<file path="src/rtl/wdt_pkg.sv">
package wdt_pkg;
  localparam int ADDR_W = 4;
  localparam logic [ADDR_W-1:0] OFS_CTRL = 4'h0;
  localparam logic [ADDR_W-1:0] OFS_STAT = 4'h4;
  localparam logic [ADDR_W-1:0] OFS_CNT  = 4'h8;
endpackage

</file>
<file path="src/rtl/wdt_timebase.sv">
module wdt_timebase #(
  parameter int CNT_W    = 32,
  parameter int INTERVAL = 8
) (
  input  logic             clk,
  input  logic             rst,
  input  logic             en,
  output logic [CNT_W-1:0] cnt,
  output logic             expire
);
  localparam logic [INTERVAL-1:0] ROLL = '1;

  always_ff @(posedge clk) begin
    if (rst || !en) cnt <= '0;
    else            cnt <= cnt + 1'b1;
  end

  // carry out of bit INTERVAL-1 on the next increment
  assign expire = en && (cnt[INTERVAL-1:0] == ROLL);
endmodule

</file>
<file path="src/rtl/wdt_expiry.sv">
module wdt_expiry (
  input  logic clk,
  input  logic rst,
  input  logic expire,
  input  logic clr_req,
  output logic state,
  output logic irq,
  output logic wrst
);
  always_ff @(posedge clk) begin
    if (rst) begin
      state <= 1'b0;
      irq   <= 1'b0;
      wrst  <= 1'b0;
    end else begin
      irq <= expire;
      if (expire) begin
        state <= 1'b1;          // expiry wins over a simultaneous clear
        if (state) wrst <= 1'b1;
      end else if (clr_req) begin
        state <= 1'b0;
      end
    end
  end
endmodule

</file>
<file path="src/rtl/wdt_regs.sv">
module wdt_regs
  import wdt_pkg::*;
#(
  parameter int CNT_W     = 32,
  parameter bit LOCK_ONCE = 1'b0
) (
  input  logic              clk,
  input  logic              rst,
  input  logic              we,
  input  logic [ADDR_W-1:0] addr,
  input  logic              wdata,
  input  logic              state,
  input  logic [CNT_W-1:0]  cnt,
  output logic              en,
  output logic              clr_req,
  output logic [CNT_W-1:0]  rdata
);
  localparam int PAD_W = CNT_W - 1;

  logic ctrl_wr;
  logic en_wr_ok;

  assign ctrl_wr = we && (addr == OFS_CTRL);
  assign clr_req = we && (addr == OFS_STAT) && wdata;

  generate
    if (LOCK_ONCE) begin : g_lock
      assign en_wr_ok = !en;      // once set, enable cannot be written
    end else begin : g_free
      assign en_wr_ok = 1'b1;
    end
  endgenerate

  always_ff @(posedge clk) begin
    if (rst)                      en <= 1'b0;
    else if (ctrl_wr && en_wr_ok) en <= wdata;
  end

  always_ff @(posedge clk) begin
    if (rst) rdata <= '0;
    else begin
      case (addr)
        OFS_CTRL: rdata <= {{PAD_W{1'b0}}, en};
        OFS_STAT: rdata <= {{PAD_W{1'b0}}, state};
        OFS_CNT:  rdata <= cnt;
        default:  rdata <= '0;
      endcase
    end
  end
endmodule

</file>
<file path="src/rtl/wdt_dual_stage.sv">
module wdt_dual_stage
  import wdt_pkg::*;
#(
  parameter int CNT_W     = 32,
  parameter int INTERVAL  = 8,
  parameter bit LOCK_ONCE = 1'b0
) (
  input  logic              clk,
  input  logic              rst,
  input  logic              bus_we,
  input  logic [ADDR_W-1:0] bus_addr,
  input  logic              bus_wdata,
  output logic [CNT_W-1:0]  bus_rdata,
  output logic              wdt_irq,
  output logic              wdt_rst
);
  logic             en_q;
  logic             clr_req;
  logic             state_q;
  logic             expire;
  logic [CNT_W-1:0] cnt_q;

  wdt_timebase #(.CNT_W(CNT_W), .INTERVAL(INTERVAL)) u_tb (
    .clk(clk), .rst(rst), .en(en_q), .cnt(cnt_q), .expire(expire)
  );

  wdt_expiry u_exp (
    .clk(clk), .rst(rst), .expire(expire), .clr_req(clr_req),
    .state(state_q), .irq(wdt_irq), .wrst(wdt_rst)
  );

  wdt_regs #(.CNT_W(CNT_W), .LOCK_ONCE(LOCK_ONCE)) u_regs (
    .clk(clk), .rst(rst), .we(bus_we), .addr(bus_addr), .wdata(bus_wdata),
    .state(state_q), .cnt(cnt_q), .en(en_q), .clr_req(clr_req),
    .rdata(bus_rdata)
  );
endmodule

</file>
<file path="config.mk">
export PLATFORM = sky130hd
export DESIGN_NAME = wdt_dual_stage
export DESIGN_NICKNAME = d
export VERILOG_FILES = /design/src/rtl/wdt_pkg.sv /design/src/rtl/wdt_timebase.sv /design/src/rtl/wdt_expiry.sv /design/src/rtl/wdt_regs.sv /design/src/rtl/wdt_dual_stage.sv
export SDC_FILE = /design/constraint.sdc
export NUM_CORES = 1
export LEC_CHECK = 0
export ABC_CLOCK_PERIOD_IN_PS = 3800
export BUFFER_PORTS_ARGS = -buffer_cell sky130_fd_sc_hd__buf_2
export CAP_MARGIN = 0
export CELL_PAD_IN_SITES_DETAIL_PLACEMENT = 0
export CELL_PAD_IN_SITES_GLOBAL_PLACEMENT = 1
export CORE_AREA = 2 2 83 77
export DETAILED_ROUTE_END_ITERATION = 8
export DIE_AREA = 0 0 85 79
export GPL_TIMING_DRIVEN = 0
export PLACE_DENSITY = 0.8
export SLEW_MARGIN = 10
export SYNTH_ARGS = -nofsm -noshare
export SYNTH_HDL_FRONTEND = slang
export SYNTH_SLANG_ARGS = --single-unit
</file>
<file path="constraint.sdc">
create_clock -name clk -period 3.8 [get_ports clk]
set_input_delay 0.57 -clock clk [delete_from_list [all_inputs] [get_ports clk]]
set_output_delay 0.57 -clock clk [all_outputs]
set_load 0.05 [all_outputs]
</file>
==> results.toml, run 1 <==
[pwr]
leakage_nw = 1.16
seq_power_share_pct = 50.9
p_int_mw = 1.14
ir_drop_mv = 0.210
power_switching_mw = 0.263
pwr-share-comb_pct = 0.8
p_sw_share_pct = 18.8
power_mw = 1.40
p_per_area_mw_per_mm2 = 457
clkPwrFrac_pct = 48.4

[worst_setup_path]
worstSetupEndpointType = "flop"
reg2reg_slack_ns = 1.42
crit_arrival_ns = 2.65
worstReg2RegStart = "u_tb.cnt[0]"
path_max_fanout = 10
r2r_cells = 6
crit_type = "flop to flop"
start_kind = "flop"
required_ns = 4.07
r2r_end = "u_tb.cnt[30]"

[global_routing]
grtUsageMet1_pct = 22.3
grt_busiest_layer = "met1"
grt_antenna_before_repair = 0
use_met2_pct = 21.3
grt_usage_pct = 15.9
grt_pass1_vias = 1760
grt_max_degree = 12
grt_pass1_wl_mm = 8.28
grt_use_met3_pct = 5.09
grt_remaining_overflow = 0

[cts]
holdBufCountCts = 0
root_buffer = "clkbuf_8"
cts_resized = 0
cts.reportedPaths.clkPinSlew_ns = 0.07
htreeDepth = 3
cts_buffers = 9
cts_setup_buffers = 0
clockBufferDepth = 2
cts_tree = "done"
clock_latency_ns = 0.34
cts_num_sinks = 68

[finish]
final-seq-area_mm2 = 0.00136
nFillCells = 514
n_antenna_cell = 0
fin_area_mm2 = 0.00307
final_common_cell = "dfxtp_1"
synthToLayoutAreaGrowth_pct = 20.9
nets = 321
multi_input_area_mm2 = 0.00109
final_cell_mix = "68 x dfxtp_1, 42 x buf_2, 31 x and2_1"
drive_gt1_share_pct = 21.1

[sta]
clock.fmax_mhz = 420
setup_viol = 0
hold_viol = 0
period_share_pct = 62.6
period_needed_ns = 2.38
final.setup.tns_ns = 0
rsz0062_at_grt = "false"
slew_headroom_pct = 61.5
maxSlewViolCount = 0
fin_skew_ns = 0.00513
worstMarginPinSlew_ns = 0.573
holdWs_ns = 0.418

[synth]
yosysSeqAreaShare_pct = 53.7
synth_compound_area_share_pct = 9.27
synth_fp_nets = 269
synth_cell_types = 32
synth_top_family_by_area = "simple AND/OR/NAND/NOR gates"
syn_area_mm2 = 0.00254
synth_warnings = 0
synth_simple_gate_area_share_pct = 28.5
synth_xor_area_share_pct = 4.49
synth.avg_cell_area_um2 = 9.75
synth_cells = 260
ys_ff_latch = 68
synth-adder-area-share_pct = 0.493
synth_mux_area_share_pct = 0.395

[hold_path]
hold_path.class = "input port to flop"
worstHoldStart = "bus_addr[1]"
min_to = "u_regs.rdata[0]"
hold_depth = 2

[placed_design]
dp_hpwl_mm = 3.37
portBuffers = 41
gp_congestion = 0.779
dpl_cell_area_mm2 = 0.00283

[floorplanning]
io_pins = 42
die_width_um = 85
initial_core_util_pct = 42.9
dieHeight_um = 79
core_area_mm2 = 0.00591
rows = 27
dieArea_mm2 = 0.00672

[drt]
first_iter_violations = 75
first_pass_iters = 4
finalWirelength_mm = 4.93
wl_per_cell_um = 12.7
vias_per_cell = 5.13
num_vias = 1995
route.detailed.drc = 0
postRouteAntennaNets = 0

[outcome]
status = "finished clean"

[flow_run]
max_cap_viol_count = 0
cells in the mapped netlist:
cell      count  share of area, %
xnor2_1       8               2.8
ha_1          1              0.49
xor2_1        5               1.7
nand4_1       9               2.2
and2_1       31               7.6
a21oi_1      18               3.6
and2_2        1              0.30
dfxtp_1      68                54
and4_1        3               1.0
and3_1        2              0.49
clkbuf_1      9               1.3
or4_1        15               4.4
o31ai_1      14               4.1
buf_2         1              0.20
inv_1         5              0.74
buf_6         2              0.89
or4b_2        1              0.39
nor3_1        3              0.59
a31oi_1       1              0.25
nor4_1        3              0.74
and4_2        1              0.39
nand4_2       1              0.49
or3_1         3              0.74
o22a_1        1              0.35
o21ai_0       5              0.99
nor2_1       20               3.0
or4_4         2              0.89
nand4_4       1              0.84
nand2b_1      2              0.49
nand2_1      14               2.1
nand3_1       9               1.8
mux2i_1       1              0.39
critical path: stages, from the launching register on:
cell and delay (ns):
dfxtp_1 0.47, ha_1 0.30, nand4_4 0.19, or4_4 0.64, buf_6 0.18, or4_1 0.39, a21oi_1 0.14
sequential cells by signal (all words and copies together), names as in the netlist:
signal	count
u_regs.en	1
u_exp.wrst	1
u_tb.cnt	32
u_regs.rdata	32
u_exp.irq	1
u_exp.state	1
worst max path at each step:
stage,from,endpoint,slack [ns]
2_1_floorplan,u_tb.cnt[0],u_tb.cnt[30],1.72
3_3_place_gp,u_tb.cnt[0],u_tb.cnt[30],1.47
3_5_place_dp,u_tb.cnt[0],u_tb.cnt[30],1.46
4_1_cts,u_tb.cnt[0],u_tb.cnt[30],1.43
5_1_grt,u_tb.cnt[0],u_tb.cnt[30],1.31
6_report,u_tb.cnt[0],u_tb.cnt[30],1.42
layout make-up:
type | count | share of cell area (%)
plain buffers | 12 | 2.00
clock buffers | 12 | 5.39
clock inverters | 4 | 2.28
inverters | 5 | 0.612
multi-input cells | 175 | 35.7
flip-flops and latches | 68 | 44.4
well taps | 72 | 2.94
repair buffers | 41 | 6.69
kinds of logic (layout without fill, tap and decap cells):
logic type | count (synthesis) | count (layout)
AOI/OAI and AO/OA | 39 | 39
xor gates and xnor gates | 13 | 13
adders and majority gates | 1 | 1
buffers and inverters | 17 | 74
DFF | 68 | 68
muxes | 1 | 1
and+or+nand+nor | 121 | 121
through the flow:
step	setup WS (ns)	cells	utilization (%)
after floorplan	1.72	260	-
after global placement	1.47	373	47.9
after detailed placement	1.46	373	47.9
after CTS	1.43	389	51.9
after global routing	1.31	389	51.9
final	1.42	389	51.9
power by group through the flow:
stage               logic (mW)  clock network (mW)  registers (mW)
global route            0.0120               0.726           0.712
finish                  0.0106               0.678           0.713
CTS                     0.0107               0.694           0.713
global placement        0.0106                   0           0.729
detailed placement      0.0106                   0           0.729
floorplan              0.00359                   0           0.729
layer usage:
metal / wire length, um / vias to the layer above
met5: 0 / -
met4: 110 / 0
met3: 244 / 9
met2: 2040 / 40
met1: 2540 / 907
li1: - / 1039
Power figures use the tool's default switching activity.
==> run 2, diff against run 1 <==
- ABC_CLOCK_PERIOD_IN_PS: 3800 -> 2300
- CORE_AREA: 2 2 83 77 -> 2 2 85 79
- DIE_AREA: 0 0 85 79 -> 0 0 87 81
- PLACE_DENSITY: 0.8 -> 0.76
- clock period: 3.8 -> 2.3 ns (I/O delays scaled with it)
==> results.toml, run 2 (synthesis gave the netlist of run 1 again) <==
[global_routing]
grt_pass1_vias = 1721
grt_max_degree = 12
grt_pass1_wl_mm = 7.95
grt_usage_pct = 14.7
grt_antenna_before_repair = 0
grt_remaining_overflow = 0

[sta]
holdWs_ns = 0.188
rsz0062_at_grt = "false"
setup_ws_ns = 0.134
clock.fmax_mhz = 462
worstMarginPinSlew_ns = 0.557
period_needed_ns = 2.17
period_share_pct = 94.2
fin_skew_ns = 0.00459
hold_viol = 0
final.setup.tns_ns = 0
slew_headroom_pct = 62.5
setup_viol = 0
maxSlewViolCount = 0

[worst_setup_path]
worstReg2RegStart = "u_tb.cnt[1]"
start_kind = "flop"
crit_type = "flop to flop"
required_ns = 2.56
crit_start = "u_tb.cnt[1]"
path_max_fanout = 10
crit_arrival_ns = 2.43
worstSetupEndpointType = "flop"

[cts]
clock_latency_ns = 0.34
holdBufCountCts = 0
cts.reportedPaths.clkPinSlew_ns = 0.07
cts_buffers = 9
cts_num_sinks = 68
cts_tree = "done"
clockBufferDepth = 2
root_buffer = "clkbuf_8"
htreeDepth = 3

[finish]
n_antenna_cell = 0
final_cell_mix = "67 x dfxtp_1, 42 x buf_2, 31 x and2_1"
nets = 321
instances_no_fill = 392
drive_gt1_share_pct = 21.1
final_common_cell = "dfxtp_1"
fin_area_mm2 = 0.00307
synthToLayoutAreaGrowth_pct = 20.9
top_regs = "u_regs.rdata: 32 flops, u_tb.cnt: 32 flops"
fin_util_pct = 48.9

[placed_design]
dpl.cell_count = 376
dp_slack_ns = -0.0490
dp_hpwl_mm = 3.34
gp_congestion = 0.748
dpl_cell_area_mm2 = 0.00284
portBuffers = 41

[pwr]
ir_drop_mv = 0.236
leakage_nw = 1.14
p_per_area_mw_per_mm2 = 735
power_mw = 2.25

[drt]
first_iter_violations = 74
wl_per_cell_um = 12.4
finalWirelength_mm = 4.85
num_vias = 1990
first_pass_iters = 4
postRouteAntennaNets = 0
route.detailed.drc = 0
vias_per_cell = 5.08

[floorplanning]
die_width_um = 87
dieArea_mm2 = 0.00705
rows = 28
dieHeight_um = 81
initial_core_util_pct = 40.4
io_pins = 42
core_area_mm2 = 0.00627

[hold_path]
hold_path.class = "input port to flop"
worstHoldStart = "bus_addr[0]"

[flow_run]
max_cap_viol_count = 0

[outcome]
status = "finished clean"
-- run 2: changes by cell type in the layout (fill, tap and decap cells not counted), sizes merged --
cell	change
clkinv	-1
clkinvlp	+1
-- run 2: what timing repair did --
action | CTS | global route
gates resized for setup | 2 | 1
endpoints found under the setup margin | 1 | 1
pin swaps | 0 | 1
setup buffers | 0 | 0
-- run 2: per-layer routing --
metal | track usage [%] | up-vias | wire length (um)
met5 | 0 | - | 0
li1 | - | 1035 | -
met3 | 3.66 | 11 | 257
met2 | 20.2 | 51 | 1950
met4 | 9.22 | 0 | 119
met1 | 20.3 | 893 | 2530
-- run 2: worst paths after layout --
path / slack (ns) / cells after the start / endpoint
max reg2reg: 0.13 / 6 / u_tb.cnt[30]
min reg2reg: 0.47 / 2 / u_exp.wrst
max: 0.13 / 6 / u_tb.cnt[30]
min: 0.19 / 2 / u_regs.rdata[0]
-- run 2: power by group --
group | internal [mW] | total [mW] | switching, mW
clock | 0.639 | 1.06 | 0.419
combinational | 0.00721 | 0.0172 | 0.0100
sequential | 1.18 | 1.18 | 0.000565
-- run 2: final cells by class --
cell class              instances  area (um^2)
flip-flops and latches         68         1360
fillers                       625         3200
well taps                      75         93.8
multi-input cells             175         1110
clock buffers                  12          145
plain buffers                  12         61.3
inverters                       5         18.8
repair buffers                 41          205
clock inverters                 4         72.6
-- run 2: worst max-delay path, cell delays in order, from the launching register on --
cell     delay (ns)
dfxtp_1        0.43
ha_4           0.19
nand4_4        0.16
or4_4          0.58
buf_6          0.17
or4_1          0.40
a21oi_1        0.16
